### config.mk
export PLATFORM = sky130hd
export DESIGN_NAME = xlat_walker
export DESIGN_NICKNAME = d
export VERILOG_FILES = /design/src/rtl/xlat_pkg.sv /design/src/rtl/xlat_l1_dec.sv /design/src/rtl/xlat_l2_dec.sv /design/src/rtl/xlat_walker.sv
export SDC_FILE = /design/constraint.sdc
export NUM_CORES = 1
export LEC_CHECK = 0
export BUFFER_PORTS_ARGS = -buffer_cell sky130_fd_sc_hd__buf_4
export CORE_MARGIN = 2
export CORE_UTILIZATION = 50
export CTS_CLUSTER_SIZE = 8
export DETAILED_ROUTE_END_ITERATION = 10
export MAX_ROUTING_LAYER = met4
export PLACE_DENSITY = 0.86
export SLEW_MARGIN = 20
export SYNTH_ARGS = -nofsm -noshare
export SYNTH_HDL_FRONTEND = slang
export SYNTH_HIERARCHICAL = 1
export SYNTH_SLANG_ARGS = --single-unit
### constraint.sdc
create_clock -name clk -period 4.9 [get_ports clk]
set_clock_uncertainty 0.15 [all_clocks]
set_input_delay 0.98 -clock clk [delete_from_list [all_inputs] [get_ports clk]]
set_output_delay 0.98 -clock clk [all_outputs]
set_load 0.05 [all_outputs]
### src/rtl/xlat_pkg.sv
package xlat_pkg;
    localparam int AW = 32;
    localparam int DW = 32;
    localparam int CBW = 2;

    typedef enum logic [2:0] {
        ST_IDLE,
        ST_L1_REQ,
        ST_L1_WAIT,
        ST_L2_REQ,
        ST_L2_WAIT,
        ST_FIN
    } walk_state_e;

    // encodings of descriptor bits 1:0
    typedef enum logic [1:0] {
        L1_INVALID = 2'b00,
        L1_COARSE  = 2'b01,
        L1_SECTION = 2'b10,
        L1_FINE    = 2'b11
    } l1_kind_e;

    typedef enum logic [1:0] {
        L2_INVALID = 2'b00,
        L2_LARGE   = 2'b01,
        L2_SMALL   = 2'b10,
        L2_TINY    = 2'b11
    } l2_kind_e;
endpackage

### src/rtl/xlat_l1_dec.sv
module xlat_l1_dec
    import xlat_pkg::*;
(
    input  logic [DW-1:0] desc,
    input  logic [AW-1:0] va,
    input  logic          fine_ok,
    output logic          is_fault,
    output logic          is_leaf,
    output logic [AW-1:0] leaf_pa,
    output logic [AW-1:0] next_addr
);
    l1_kind_e kind;

    always_comb begin
        kind      = l1_kind_e'(desc[1:0]);
        is_fault  = 1'b0;
        is_leaf   = 1'b0;
        leaf_pa   = {desc[31:20], va[19:0]};
        next_addr = '0;
        unique case (kind)
            L1_INVALID: is_fault = 1'b1;
            L1_SECTION: is_leaf  = 1'b1;
            L1_COARSE:  next_addr = {desc[31:10], va[19:12], 2'b00};
            L1_FINE: begin
                is_fault  = !fine_ok;
                next_addr = {desc[31:12], va[19:10], 2'b00};
            end
        endcase
    end
endmodule

### src/rtl/xlat_l2_dec.sv
module xlat_l2_dec
    import xlat_pkg::*;
(
    input  logic [DW-1:0] desc,
    input  logic [AW-1:0] va,
    output logic          is_fault,
    output logic [AW-1:0] page_pa
);
    l2_kind_e kind;

    always_comb begin
        kind     = l2_kind_e'(desc[1:0]);
        is_fault = 1'b0;
        page_pa  = '0;
        unique case (kind)
            L2_INVALID: is_fault = 1'b1;
            L2_LARGE:   page_pa = {desc[31:16], va[15:0]};
            L2_SMALL:   page_pa = {desc[31:12], va[11:0]};
            L2_TINY:    page_pa = {desc[31:10], va[9:0]};
        endcase
    end
endmodule

### src/rtl/xlat_walker.sv
module xlat_walker
    import xlat_pkg::*;
(
    input  logic           clk,
    input  logic           rst,
    input  logic           start_valid,
    input  logic [AW-1:0]  start_va,
    input  logic [AW-1:0]  start_base,
    input  logic           fine_tbl_en,
    output logic           busy,
    output logic           done,
    output logic           fault,
    output logic [AW-1:0]  phys_addr,
    output logic [CBW-1:0] attr_cb,
    output logic           mem_req_valid,
    input  logic           mem_req_ready,
    output logic [AW-1:0]  mem_req_addr,
    input  logic           mem_rsp_valid,
    input  logic [DW-1:0]  mem_rsp_data,
    input  logic           mem_rsp_err
);
    walk_state_e state, state_nxt;

    logic [AW-1:0]  va_q, base_q, l2_addr_q, pa_q;
    logic           fine_q, fault_q;
    logic [CBW-1:0] cb_q;

    logic          l1_fault, l1_leaf;
    logic [AW-1:0] l1_pa, l1_next;
    logic          l2_fault;
    logic [AW-1:0] l2_pa;
    logic [AW-1:0] l1_addr;

    assign l1_addr = {base_q[31:14], va_q[31:20], 2'b00};

    xlat_l1_dec u_l1 (
        .desc      (mem_rsp_data),
        .va        (va_q),
        .fine_ok   (fine_q),
        .is_fault  (l1_fault),
        .is_leaf   (l1_leaf),
        .leaf_pa   (l1_pa),
        .next_addr (l1_next)
    );

    xlat_l2_dec u_l2 (
        .desc     (mem_rsp_data),
        .va       (va_q),
        .is_fault (l2_fault),
        .page_pa  (l2_pa)
    );

    // next-state logic
    always_comb begin
        state_nxt = state;
        unique case (state)
            ST_IDLE:    if (start_valid)   state_nxt = ST_L1_REQ;
            ST_L1_REQ:  if (mem_req_ready) state_nxt = ST_L1_WAIT;
            ST_L1_WAIT: if (mem_rsp_valid) begin
                if (mem_rsp_err || l1_fault || l1_leaf) state_nxt = ST_FIN;
                else                                    state_nxt = ST_L2_REQ;
            end
            ST_L2_REQ:  if (mem_req_ready) state_nxt = ST_L2_WAIT;
            ST_L2_WAIT: if (mem_rsp_valid) state_nxt = ST_FIN;
            ST_FIN:     state_nxt = ST_IDLE;
            default:    state_nxt = ST_IDLE;
        endcase
    end

    // state register
    always_ff @(posedge clk) begin
        if (rst) state <= ST_IDLE;
        else     state <= state_nxt;
    end

    // walk context and result registers
    always_ff @(posedge clk) begin
        if (rst) begin
            va_q      <= '0;
            base_q    <= '0;
            fine_q    <= 1'b0;
            l2_addr_q <= '0;
            pa_q      <= '0;
            cb_q      <= '0;
            fault_q   <= 1'b0;
        end else begin
            unique case (state)
                ST_IDLE: if (start_valid) begin
                    va_q    <= start_va;
                    base_q  <= start_base;
                    fine_q  <= fine_tbl_en;
                    fault_q <= 1'b0;
                end
                ST_L1_WAIT: if (mem_rsp_valid) begin
                    if (mem_rsp_err || l1_fault) begin
                        fault_q <= 1'b1;
                        pa_q    <= '0;
                        cb_q    <= '0;
                    end else if (l1_leaf) begin
                        pa_q <= l1_pa;
                        cb_q <= mem_rsp_data[3:2];
                    end else begin
                        l2_addr_q <= l1_next;
                    end
                end
                ST_L2_WAIT: if (mem_rsp_valid) begin
                    if (mem_rsp_err || l2_fault) begin
                        fault_q <= 1'b1;
                        pa_q    <= '0;
                        cb_q    <= '0;
                    end else begin
                        pa_q <= l2_pa;
                        cb_q <= mem_rsp_data[3:2];
                    end
                end
                default: ;
            endcase
        end
    end

    // outputs
    always_comb begin
        busy          = (state != ST_IDLE);
        done          = (state == ST_FIN);
        mem_req_valid = (state == ST_L1_REQ) || (state == ST_L2_REQ);
        mem_req_addr  = (state == ST_L2_REQ) ? l2_addr_q : l1_addr;
        fault         = fault_q;
        phys_addr     = pa_q;
        attr_cb       = cb_q;
    end

    // request held with stable address while not accepted
    a_r9_req_hold: assert property (@(posedge clk) disable iff (rst)
        (mem_req_valid && !mem_req_ready) |=> (mem_req_valid && $stable(mem_req_addr)));

    // done is a single-cycle pulse
    a_r10_done_pulse: assert property (@(posedge clk) disable iff (rst)
        done |=> !done);

    // done only while busy
    a_r10_done_busy: assert property (@(posedge clk) disable iff (rst)
        done |-> busy);

    // no memory traffic when idle
    a_r10_idle_quiet: assert property (@(posedge clk) disable iff (rst)
        !busy |-> !mem_req_valid);

    // reset leaves the walker idle
    a_r11_reset_idle: assert property (@(posedge clk)
        rst |=> (!busy && !done && !mem_req_valid && !fault));
endmodule

==> results by group <==
Global routing
  – Grt total ovfl: 0
  – GR Layer Usage met2: 0.434
  – Met1 Resource Use GR: 0.342
  – Initial antenna violation count: 0
  – Met3 global-route usage: 0.0591
  – All-layer global routing usage: 0.274
  – Largest net degree at the start of global routing: 93
  – Vias in the first global route: 5,691
  – Top Usage Layer GRT: met2
  – First-pass GRT wire length: 28,100 microns

Placed design
  – HPWL after DPL: 11,400 microns
  – Placed Instances: 986
  – Gp weighted congestion: 0.840
  – IO buf count: 152
  – DP Area: 7130 sq um

Cells and area
  – Most frequent cells in the layout: buf_4, dfxtp_1, nand2_1
  – Final nets: 944
  – Ant diodes: 0
  – Share of cells above drive strength 1: 0.286
  – Reg area: 2420 sq um
  – Design Area, Final: 7770 sq um
  – Final std cells w/o fill: 1,017
  – Multi-input gate area: 3250 sq um
  – Filler Cell Count: 1,042
  – Area grow syn2layout: 23.9%
  – Most common cell after layout, fill and taps aside: buf_4

Setup path
  – Worst path cell trace: nor2b_1, nand2_1, buf_4, mux2_2, buf_4
  – CP Class: reg2out
  – Crit path required time: 3770 ps
  – Critical path endpoint category: primary output
  – Slowest stage delay, CP: 840 ps
  – Critical Path Start Type: flip-flop
  – Critical Path AT: 2710 ps
  – Max stage delay cell, worst path: dfxtp_1
  – Most used cell, CP: buf_4
  – Critical path's top delay family: flip-flops
  – Critical path fanouts, max: 23
  – Worst path bufs/invs: 2

Route
  – DRT Wirelength: 18,100 microns
  – Wirelength per Cell: 17.8 microns
  – First-pass DRT Iterations: 5
  – DR vias: 6,086
  – DRT antenna net count: 0
  – DRC: 0
  – Drt initial violations: 876
  – Via density per instance: 5.98

STA
  – FMAX: 260 MHz
  – Final period utilization: 0.784
  – Setup_tns: 0 ps
  – Hold slack: 302 ps
  – Final min period: 3840 ps
  – Finish-stage setup viols: 0
  – Least-Margin Pin Slew: 1130 ps
  – Hold Fails Final Rpt: 0
  – Rel. slew slack: 0.244
  – Max-slew violations: 0
  – Unrepaired setup endpoints after global routing: no

Clocking
  – Setup bufs post-CTS: 0
  – CTS tree: done
  – Clk buf depth: 2
  – Clk_lat worst skew: 410 ps
  – Root buffer cell: clkbuf_16
  – CTS H-tree depth: 4
  – Worst-path clk slew: 60 ps
  – CTS Hold Bufs: 0
  – Clock Sink Count: 121
  – TritonCTS Buffers: 17
  – Cts repair resizes: 0

Power
  – LEAKAGE: 3.03 nW
  – Power Density: 383 nW/um^2
  – Worst VDD drop: 249 uV
  – Total power: 2.97 mW

Logic synthesis
  – Most used DFF post-synth: dfxtp_1
  – Avg Inst Size Synth: 8.15 sq um
  – Seq cells post-synth: 121
  – Syn Inst Count: 770
  – EDFF count, synth: 0
  – Library cells used by synthesis: 44
  – Synth Cell Area: 6270 sq um
  – Yosys warnings: 6
  – Post-synthesis sequential area ratio: 0.386
  – Post-synth ARST share: 0

Floorplanning
  – Die Y: 116 microns
  – Initial Util: 0.518
  – I/O Pins: 173
  – Row count: 40
  – Core area: 12,100 sq um
  – Die area: 13,500 sq um
  – Die extent in x: 116 microns

Hold path
  – Type of the worst min-delay path: reg2reg

Flow run
  – Max Cap Viol: 0

Status
  – Status: finished, final reports clean
-- layout make-up --
| class | count | share of cell area |
|---|---|---|
| well taps | 168 | 0.0271 |
| inverters | 7 | 0.00338 |
| clock buffers | 18 | 0.0565 |
| multi-input cells | 527 | 0.419 |
| repair buffers | 163 | 0.158 |
| flip-flops and latches | 121 | 0.312 |
| clock inverters | 13 | 0.0248 |
-- layer usage --
| layer | part of all wire | wire length, microns |
|---|---|---|
| met5 | 0 | 0 |
| met4 | 0.031 | 557 |
| met3 | 0.080 | 1450 |
| met2 | 0.48 | 8710 |
| met1 | 0.41 | 7380 |
-- metrics by stage --
stage,util,setup WS [ps]
finish,0.641,1060
global route,0.641,875
CTS,0.641,1070
detailed placement,0.589,1160
global placement,0.589,1200
floorplan,-,1680
-- state kept, by name (all words and copies together) (netlist names) --
signal and cells:
attr_cb 2, base_q 18, fine_q 1, va_q 32, phys_addr 32, fault 1, l2_addr_q 32, state 3
-- report_power, final --
part           switching (mW)  total, mW  internal [mW]
combinational           0.359      0.554          0.195
clock                   0.468       1.34          0.867
sequential             0.0483       1.09           1.04
-- cells by family (layout without fill, tap and decap cells) --
group / Yosys count / after routing / share of synthesized area
compound gates: 208 / 208 / 0.213
fa+ha+maj: 4 / 4 / 0.00798
buf+inv: 123 / 201 / 0.105
flops: 121 / 121 / 0.386
mux: 35 / 35 / 0.0628
other cells: 1 / 2 / 0.000598
simple gates: 278 / 278 / 0.224
-- tightest hold or removal path, stage by stage (launching register included) --
cell and delay, ps:
dfxtp_1 310, nand2_1 50, a21oi_1 50
-- Yosys cell counts (2+ instances only) --
cell type / number / share of area
dfxtp_1: 121 / 0.39
mux2_1: 2 / 0.0036
a311oi_1: 32 / 0.045
mux2_2: 33 / 0.059
and2_1: 20 / 0.020
clkbuf_1: 67 / 0.040
nand2b_1: 3 / 0.0030
inv_1: 7 / 0.0042
and3b_1: 2 / 0.0028
a2111oi_0: 2 / 0.0028
a22o_1: 16 / 0.022
and3_1: 2 / 0.0020
nor4bb_1: 3 / 0.0048
buf_4: 37 / 0.044
buf_2: 5 / 0.0040
nor2b_1: 32 / 0.032
or4b_2: 2 / 0.0032
ha_1: 4 / 0.0080
a21oi_1: 85 / 0.068
nor3_1: 2 / 0.0016
o21ai_0: 33 / 0.026
nand2_1: 105 / 0.063
or3b_2: 2 / 0.0028
nand3_1: 96 / 0.077
buf_6: 7 / 0.013
a211oi_1: 32 / 0.038
-- final timing paths --
check	from	to	slack (ps)	cells after the start
worst max-delay path	state[0]	mem_req_addr[18]	1060	5
worst max register to register	state[2]	phys_addr[27]	2100	5
worst min register to register	base_q[23]	base_q[23]	300	2
worst min-delay path	base_q[23]	base_q[23]	300	2
Power figures use the tool's default switching activity.
